### config.mk
export PLATFORM = sky130hd
export DESIGN_NAME = rtcstat_reg
export DESIGN_NICKNAME = d
export VERILOG_FILES = /design/src/rtl/rtcstat_pkg.sv /design/src/rtl/rtcstat_lock.sv /design/src/rtl/rtcstat_alarm.sv /design/src/rtl/rtcstat_lossflag.sv /design/src/rtl/rtcstat_reg.sv
export SDC_FILE = /design/constraint.sdc
export NUM_CORES = 1
export LEC_CHECK = 0
export BUFFER_PORTS_ARGS = -buffer_cell sky130_fd_sc_hd__buf_2
export CAP_MARGIN = 20
export CORE_UTILIZATION = 41
export DETAILED_ROUTE_END_ITERATION = 16
export GPL_TIMING_DRIVEN = 0
export PLACE_DENSITY = 0.89
export SYNTH_ARGS = -nofsm -noshare
export SYNTH_HDL_FRONTEND = slang
export SYNTH_SLANG_ARGS = --single-unit
### constraint.sdc
create_clock -name clk -period 2.3 [get_ports clk]
set_input_delay 0.115 -clock clk [delete_from_list [all_inputs] [get_ports clk]]
set_output_delay 0.115 -clock clk [all_outputs]
set_load 0.02 [all_outputs]
### src/rtl/rtcstat_pkg.sv
package rtcstat_pkg;
   localparam int STAT_W   = 8;
   localparam int BIT_BAT  = 7;
   localparam int BIT_AL1  = 6;
   localparam int BIT_AL0  = 5;
   localparam int BIT_OSC  = 4;
   localparam int BIT_RSV  = 3;
   localparam int BIT_RWEL = 2;
   localparam int BIT_WEL  = 1;
   localparam int BIT_RTCF = 0;

   localparam logic [STAT_W-1:0] CMD_LOCK   = 8'h00;
   localparam logic [STAT_W-1:0] CMD_STAGE1 = 8'h02;
   localparam logic [STAT_W-1:0] CMD_STAGE2 = 8'h06;

   // bit 0 = WEL, bit 1 = RWEL
   typedef enum logic [1:0] {
      LK_CLOSED = 2'b00,
      LK_STAGE1 = 2'b01,
      LK_OPEN   = 2'b11
   } lock_e;
endpackage

### src/rtl/rtcstat_lock.sv
module rtcstat_lock
   import rtcstat_pkg::*;
(
   input  logic              clk,
   input  logic              rst_n,
   input  logic              wr_stat,
   input  logic [STAT_W-1:0] wdata,
   output logic              wel,
   output logic              rwel
);
   lock_e state_q, state_d;

   always_comb begin
      state_d = state_q;
      if (wr_stat) begin
         case (wdata)
            CMD_LOCK:   state_d = LK_CLOSED;
            CMD_STAGE1: state_d = LK_STAGE1;
            CMD_STAGE2: if (state_q != LK_CLOSED) state_d = LK_OPEN;
            default:    state_d = state_q;
         endcase
      end
   end

   always_ff @(posedge clk or negedge rst_n) begin
      if (!rst_n) state_q <= LK_CLOSED;
      else        state_q <= state_d;
   end

   assign wel  = state_q[0];
   assign rwel = state_q[1];
endmodule

### src/rtl/rtcstat_alarm.sv
module rtcstat_alarm #(
   parameter bit SNAPSHOT = 1'b1
) (
   input  logic clk,
   input  logic rst_n,
   input  logic hit,
   input  logic rd_begin,
   input  logic rd_done,
   output logic flag
);
   logic flag_q;
   logic clr_ok;

   generate
      if (SNAPSHOT) begin : g_snap
         logic armed_q;
         always_ff @(posedge clk or negedge rst_n) begin
            if (!rst_n)        armed_q <= 1'b0;
            else if (rd_begin) armed_q <= flag_q;
            else if (rd_done)  armed_q <= 1'b0;
         end
         assign clr_ok = armed_q;
      end else begin : g_plain
         logic unused_begin;
         assign unused_begin = rd_begin;
         assign clr_ok = 1'b1;
      end
   endgenerate

   always_ff @(posedge clk or negedge rst_n) begin
      if (!rst_n)                  flag_q <= 1'b0;
      else if (hit)                flag_q <= 1'b1;
      else if (rd_done && clr_ok)  flag_q <= 1'b0;
   end

   assign flag = flag_q;
endmodule

### src/rtl/rtcstat_lossflag.sv
module rtcstat_lossflag (
   input  logic clk,
   input  logic rst_n,
   input  logic set_ev,
   input  logic clr_ev,
   output logic flag
);
   always_ff @(posedge clk or negedge rst_n) begin
      if (!rst_n)      flag <= 1'b1;
      else if (set_ev) flag <= 1'b1;
      else if (clr_ev) flag <= 1'b0;
   end
endmodule

### src/rtl/rtcstat_reg.sv
module rtcstat_reg
   import rtcstat_pkg::*;
#(
   parameter int ADDR_W    = 16,
   parameter int STAT_ADDR = 'h003F,
   parameter int CTL_BASE  = 'h0030,
   parameter int CTL_LAST  = 'h003F,
   parameter int N_ALARM   = 2,
   parameter bit SNAPSHOT  = 1'b1
) (
   input  logic              clk,
   input  logic              rst_n,
   input  logic [ADDR_W-1:0] bus_addr,
   input  logic              bus_wr,
   input  logic [7:0]        bus_wdata,
   input  logic              rd_start,
   input  logic              rd_end,
   input  logic [1:0]        alarm_hit,
   input  logic              on_backup,
   input  logic              osc_bad,
   input  logic              pwr_lost,
   output logic [7:0]        stat_byte,
   output logic              wr_permit,
   output logic              ctl_wr_en
);
   localparam logic [ADDR_W-1:0] STAT_A = ADDR_W'(STAT_ADDR);
   localparam logic [ADDR_W-1:0] CTL_LO = ADDR_W'(CTL_BASE);
   localparam logic [ADDR_W-1:0] CTL_HI = ADDR_W'(CTL_LAST);

   if (N_ALARM != 2) begin : g_bad_alarm
      $error("rtcstat_reg: status layout holds exactly two alarm flags");
   end
   if (CTL_LAST < CTL_BASE) begin : g_bad_range
      $error("rtcstat_reg: protected range is empty");
   end
   if (ADDR_W < 32 && (STAT_ADDR >= (1 << ADDR_W) || CTL_LAST >= (1 << ADDR_W))) begin : g_bad_addr
      $error("rtcstat_reg: address does not fit ADDR_W");
   end

   logic hit_stat, in_ctl, wr_stat;
   logic rd_open_q, rd_begin, rd_done;
   logic wel, rwel, rtcf;
   logic [N_ALARM-1:0] al;

   assign hit_stat  = (bus_addr == STAT_A);
   assign in_ctl    = (bus_addr >= CTL_LO) && (bus_addr <= CTL_HI) && !hit_stat;
   assign wr_stat   = bus_wr && hit_stat;
   assign rd_begin  = rd_start && hit_stat;
   assign rd_done   = rd_end && rd_open_q;

   always_ff @(posedge clk or negedge rst_n) begin
      if (!rst_n)        rd_open_q <= 1'b0;
      else if (rd_begin) rd_open_q <= 1'b1;
      else if (rd_end)   rd_open_q <= 1'b0;
   end

   rtcstat_lock u_lock (
      .clk     (clk),
      .rst_n   (rst_n),
      .wr_stat (wr_stat),
      .wdata   (bus_wdata),
      .wel     (wel),
      .rwel    (rwel)
   );

   assign wr_permit = wel && rwel;
   assign ctl_wr_en = bus_wr && in_ctl && wr_permit;

   for (genvar i = 0; i < N_ALARM; i++) begin : g_alarm
      rtcstat_alarm #(.SNAPSHOT(SNAPSHOT)) u_al (
         .clk      (clk),
         .rst_n    (rst_n),
         .hit      (alarm_hit[i]),
         .rd_begin (rd_begin),
         .rd_done  (rd_done),
         .flag     (al[i])
      );
   end

   rtcstat_lossflag u_loss (
      .clk    (clk),
      .rst_n  (rst_n),
      .set_ev (pwr_lost),
      .clr_ev (ctl_wr_en),
      .flag   (rtcf)
   );

   always_comb begin
      stat_byte           = '0;
      stat_byte[BIT_BAT]  = on_backup;
      stat_byte[BIT_AL1]  = al[1];
      stat_byte[BIT_AL0]  = al[0];
      stat_byte[BIT_OSC]  = osc_bad;
      stat_byte[BIT_RSV]  = 1'b0;
      stat_byte[BIT_RWEL] = rwel;
      stat_byte[BIT_WEL]  = wel;
      stat_byte[BIT_RTCF] = rtcf;
   end
endmodule

==> flow_metrics.env, run 1 <==
export IMPL_status="completed"
export IMPL_io_buffers=40
export IMPL_htreeDepth=1
export IMPL_synth_commonest_cells="buf_4 (8), dfrtp_1 (7), inv_1 (5)"
export IMPL_core_area_sq_um=1301
export IMPL_fillerInstances=118
export IMPL_syn2layout_area_growth_pct=44.06
export IMPL_p_total_mw=0.3080
export IMPL_yosys_cell_types_count=27
export IMPL_max_clock_freq_ghz=0.7803
export IMPL_min_path_type="primary input to flop"
export IMPL_crit_slowest_cell="dfrtp_1"
export IMPL_crit_path_max_fanout=4
export IMPL_num_vias=568
export IMPL_cts_resized=0
export IMPL_period_minus_slack_ns=1.281
export IMPL_clock_skew_ns=0.007836
export IMPL_die_w_microns=39.59
export IMPL_cts_hold_buffers=1
export IMPL_cts_sinks=8
export IMPL_cap_violations=0
export IMPL_p_per_area_nw_per_um2=369.1
export IMPL_syn_inst=55
export IMPL_yosysSeqAreaShare=0.3477
export IMPL_stdcell_area_sq_um=834.6
export IMPL_clock_path_buffers=2
export IMPL_setup_viol=0
export IMPL_insertion_delay_ns=0.25
export IMPL_reg2reg_from="u_lock.state_q[1]"
export IMPL_synth_warnings=0
export IMPL_wl_per_cell_microns=9.835
export IMPL_finalSetupTns_ns=0
export IMPL_grt_ovfl_total=0
export IMPL_viasPerCell=4.939
export IMPL_drv_slew=0
export IMPL_synth_area_leaders="dfrtp_1 (30%), buf_4 (10%), dfstp_2 (4.5%)"
export IMPL_die_h_microns=39.59
export IMPL_grt_pass1_wl_microns=1869
export IMPL_initial_core_util=0.4452
export IMPL_rr_worst_depth=4
export IMPL_grt_util_all_layers=0.1800
export IMPL_max_stage_delay_ns=0.39
export IMPL_dp_cells=110
export IMPL_diodes=0
export IMPL_routed_wl_microns=1131
export IMPL_synthFlopType="dfrtp_1"
export IMPL_whs_path_depth=2
export IMPL_cts_root_buffer="clkbuf_4"
export IMPL_post_synth_top_count_cell="buf_4"
export IMPL_drc=0
export IMPL_r2r_setup_slack_ns=1.32
export IMPL_ys_seq_elements=8
export IMPL_cp_start_kind="flop"
export IMPL_final_cells=115
export IMPL_grt_pass1_vias=498
export IMPL_cts_tree="yes"
export IMPL_crit_path_cell_trace="and2_1, nand3_1, nor2_1, buf_2"
export IMPL_post_route_period_util=0.5572
export IMPL_holdPathEnd="g_alarm[1].u_al.flag"
export IMPL_die_area_sq_um=1567
export IMPL_num_rows=13
export IMPL_drtAntennaViolNets=0
export IMPL_cts_setup_buffers=0
export IMPL_grt_max_degree=9
export IMPL_syn_nets=89
export IMPL_cts_clk_slew_worst_paths_ns=0.06
export IMPL_critPathArrivalTime_ns=1.17
export IMPL_crit_required_ns=2.18
export IMPL_cts_made_buffers=3
export IMPL_ios=44
export IMPL_drt_iter0_drc=2
export IMPL_nets=135
export IMPL_synth_top_area_cell="dfrtp_1"
export IMPL_synth_edf_count=0
export IMPL_syn_area_sq_um=579.3
export IMPL_syn_avg_cell_area_sq_um=10.53
export IMPL_ir_drop_uv=196.6
export IMPL_antenna_found_initial=0
export IMPL_rsz0062_at_grt="false"
export IMPL_postLayoutCoreUtil=0.6413
export IMPL_drive_above_1_share=0.6000
export IMPL_crit_type="flop to output port"
export IMPL_critical_path_reg2reg_endpoint="u_loss.flag"
export IMPL_async_reset_ff_frac=1.000
export IMPL_dr_pass1_iters=2
export IMPL_min_from="alarm_hit[1]"
export IMPL_synth_top_area_frac=0.3024
export IMPL_cp_end_kind="output port"
export IMPL_placed_area_sq_um=798.3
export IMPL_hold_violations=0
export IMPL_place_congestion=0.6752
export IMPL_leakagePower_nw=0.4223
[state kept, by name, indices dropped and copies added (netlist names)]
signal,cells
g_alarm.u_al.clr_ok,2
g_alarm.u_al.flag,2
u_lock.state_q,2
rd_open_q,1
u_loss.flag,1
[final cells by class]
type / count / area [sq um] / area share
clock buffer: 4 / 26.28 / 0.03148
inverter: 5 / 18.77 / 0.02249
sequential: 8 / 201.4 / 0.2414
timing repair buffer: 41 / 210.2 / 0.2519
multi-input combinational: 34 / 299.0 / 0.3583
buffer: 8 / 60.06 / 0.07196
tap: 15 / 18.77 / 0.02249
[cell usage in the layout (no fill, tap or decap), types with 2 or more instances in the layout]
cell,n
buf_2,40
buf_4,8
dfrtp_1,7
inv_1,5
nand3_1,4
nor2_1,3
a21o_1,3
clkbuf_4,3
nor4b_1,2
nor4_2,2
a21boi_0,2
mux2_1,2
[per-layer routing]
layer  global-route usage  part of all wire
met1               0.1943              0.38
met2               0.3320              0.54
met3              0.01705             0.086
met4               0.1034                 0
met5                    0                 0
[worst max path at each step]
stage,startpoint,end,slack [ns],cells after the start
floorplan,bus_addr[13],g_alarm[0].u_al.clr_ok,1.04,4
global placement,bus_addr[13],g_alarm[1].u_al.clr_ok,0.80,5
detailed placement,bus_addr[13],g_alarm[0].u_al.clr_ok,0.75,5
CTS,u_lock.state_q[1],ctl_wr_en,1.0,4
global route,u_lock.state_q[1],ctl_wr_en,0.92,4
finish,u_lock.state_q[1],ctl_wr_en,1.02,4
[worst max-delay path, delay by kind of cell (launching register included)]
kind,cells,cell delay [ns]
simple gates,3,0.36
flops,1,0.39
buf+inv,1,0.16
[cell families (layout without fill, tap and decap cells)]
logic type             Yosys count  after routing  synth area share
other                            1              1          0.006473
and+or+nand+nor                 22             22            0.3628
muxes                            2              2           0.03887
DFF                              8              8            0.3477
buffers and inverters           13             58            0.1361
AOI/OAI and AO/OA                9              9            0.1080
[power by group]
group / internal (mW) / switching (mW)
clock network: 0.0662 / 0.0458
logic: 0.0297 / 0.0253
registers: 0.141 / 0.0000104
[per-stage QoR]
step                hold slack [ns]  setup slack, ns
floorplan                   -0.1806            1.037
global placement           -0.04240           0.7993
detailed placement         -0.03786           0.7494
CTS                         0.03875           0.9987
global route                0.04664           0.9189
finish                      0.04261            1.019
(Power assumes the default switching activity.)
==> inputs of run 2 (changes only) <==
CORE_UTILIZATION = 38   (was 41)
PLACE_DENSITY = 0.84   (was 0.89)
clock period = 1.3 ns   (was 2.3 ns; I/O delays follow)
==> flow_metrics.env, run 2 (synthesis results as in run 1) <==
export IMPL_cts_resized=0
export IMPL_clockPowerShare=0.365
export IMPL_r2r_setup_slack_ns=0.33
export IMPL_placed_area_sq_um=798.3
export IMPL_fillerInstances=120
export IMPL_drive_above_1_share=0.5962
export IMPL_drtAntennaViolNets=0
export IMPL_p_per_area_nw_per_um2=639.5
export IMPL_crit_type="primary input to flop"
export IMPL_hpwl_microns=1132
export IMPL_final_cells=119
export IMPL_seqCellArea_sq_um=201.4
export IMPL_rr_worst_depth=5
export IMPL_max_clock_freq_ghz=0.8197
export IMPL_p_int_mw=0.4234
export IMPL_die_w_microns=41.05
export IMPL_stdcell_area_sq_um=869.6
export IMPL_diodes=0
export IMPL_cp_start_kind="primary input"
export IMPL_cts_sinks=8
export IMPL_cp_end_kind="flop"
export IMPL_final_common_cell="buf_2"
export IMPL_post_route_period_util=0.9385
export IMPL_p_total_mw=0.5561
export IMPL_core_area_sq_um=1366
export IMPL_num_vias=578
export IMPL_insertion_delay_ns=0.25
export IMPL_drv_slew=0
export IMPL_wl_per_cell_microns=11.26
export IMPL_hold_violations=0
export IMPL_ios=44
export IMPL_reg2reg_from="u_lock.state_q[0]"
export IMPL_cap_violations=0
export IMPL_io_buffers=40
export IMPL_critPathArrivalTime_ns=1.35
export IMPL_crit_required_ns=1.43
export IMPL_initial_core_util=0.4240
export IMPL_drc=0
export IMPL_viasPerCell=4.857
export IMPL_dr_pass1_iters=4
export IMPL_clock_skew_ns=0.003097
export IMPL_htreeDepth=1
export IMPL_dp_cells=110
export IMPL_syn2layout_area_growth_pct=50.11
export IMPL_cts_root_buffer="clkbuf_4"
export IMPL_grt_pass1_wl_microns=1807
export IMPL_nets=139
export IMPL_antenna_found_initial=0
export IMPL_place_congestion=0.6980
export IMPL_grt_max_degree=9
export IMPL_routed_wl_microns=1340
export IMPL_leakagePower_nw=0.4402
export IMPL_cts_tree="yes"
export IMPL_status="completed"
export IMPL_final_cell_mix="buf_2 (40), buf_4 (10), dfrtp_1 (7), inv_1 (5), nand3_1 (4)"
export IMPL_p_switching_mw=0.1327
export IMPL_setup_viol=0
export IMPL_grt_ovfl_total=0
export IMPL_cts_clk_slew_worst_paths_ns=0.05
export IMPL_grt_pass1_vias=475
export IMPL_period_minus_slack_ns=1.220
export IMPL_p_seq_frac=0.449
export IMPL_combPwrFrac=0.186
export IMPL_cts_made_buffers=3
export IMPL_ir_drop_uv=555.1
export IMPL_critical_path_reg2reg_endpoint="u_lock.state_q[1]"
export IMPL_num_rows=13
export IMPL_rsz0062_at_grt="false"
export IMPL_crit_path_max_fanout=3
export IMPL_die_area_sq_um=1685
export IMPL_min_path_type="primary input to flop"
export IMPL_grt_util_all_layers=0.1733
export IMPL_die_h_microns=41.05
export IMPL_critPathLaunch="bus_addr[13]"
export IMPL_clock_path_buffers=2
export IMPL_multi_input_area_sq_um=299.0
export IMPL_swShare=0.2386
export IMPL_endpoint="g_alarm[0].u_al.clr_ok"
export IMPL_drt_iter0_drc=5
==> run 2: cell types whose count changed in the layout (fill, tap and decap cells not counted) <==
cell,change
dlygate4sd3_1,+2
buf_4,+2
==> run 2: cell type report <==
class | instances | area share
well taps | 15 | 0.02158
flip-flops and latches | 8 | 0.2317
plain buffers | 8 | 0.06906
inverters | 5 | 0.02158
clock buffers | 4 | 0.03022
repair buffers | 45 | 0.2820
multi-input cells | 34 | 0.3439
==> run 2: worst min path at each step <==
| stage | from | to | slack [ns] | cells past startpoint |
|---|---|---|---|---|
| after global routing | pwr_lost | u_loss.flag | 0.006 | 2 |
| after global placement | rst_n | g_alarm[0].u_al.flag | -0.09 | 1 |
| after floorplan | rst_n | g_alarm[0].u_al.clr_ok | -0.23 | 0 |
| after detailed placement | rst_n | g_alarm[1].u_al.flag | -0.08 | 1 |
| after CTS | pwr_lost | u_loss.flag | 0.003 | 2 |
| final | pwr_lost | u_loss.flag | 0.005 | 2 |
==> run 2: through the flow <==
| step | setup slack, ns | TNS, ns | utilization | hold slack, ns |
|---|---|---|---|---|
| finish | 0.08001 | 0 | 0.6364 | 0.004718 |
| global route | 0.006243 | 0 | 0.6364 | 0.006494 |
| CTS | 0.06417 | 0 | 0.6255 | 0.003002 |
| detailed placement | -0.2083 | -0.6428 | 0.5842 | -0.08465 |
| global placement | -0.1508 | -0.4554 | 0.5842 | -0.09053 |
| floorplan | 0.08659 | 0 | - | -0.2306 |
==> run 2: critical path: stages <==
cell	delay, ns
buf_2	0.10
nor4_2	0.39
nand3_2	0.19
nor3_2	0.25
mux2_1	0.36
==> run 2: repair_timing <==
| item | CTS | global route |
|---|---|---|
| hold endpoints to repair | 10 | 0 |
| setup buffers | 0 | 2 |
| hold buffers | 3 | 0 |
| setup endpoints to repair | 0 | 1 |
==> run 2: per-layer routing <==
layer,vias up,share of wire,GRT usage
li1,294,-,-
met4,0,0,0.07500
met5,-,0,0
met1,257,0.40,0.1839
met2,27,0.53,0.3008
met3,0,0.069,0.06522
==> run 2: power groups by stage <==
stage	Clock [mW]	Combinational (mW)	Sequential, mW
2_1_floorplan	0	0.0299	0.254
3_3_place_gp	0	0.0941	0.254
3_5_place_dp	0	0.0974	0.254
4_1_cts	0.212	0.105	0.249
5_1_grt	0.227	0.113	0.249
6_report	0.203	0.104	0.249
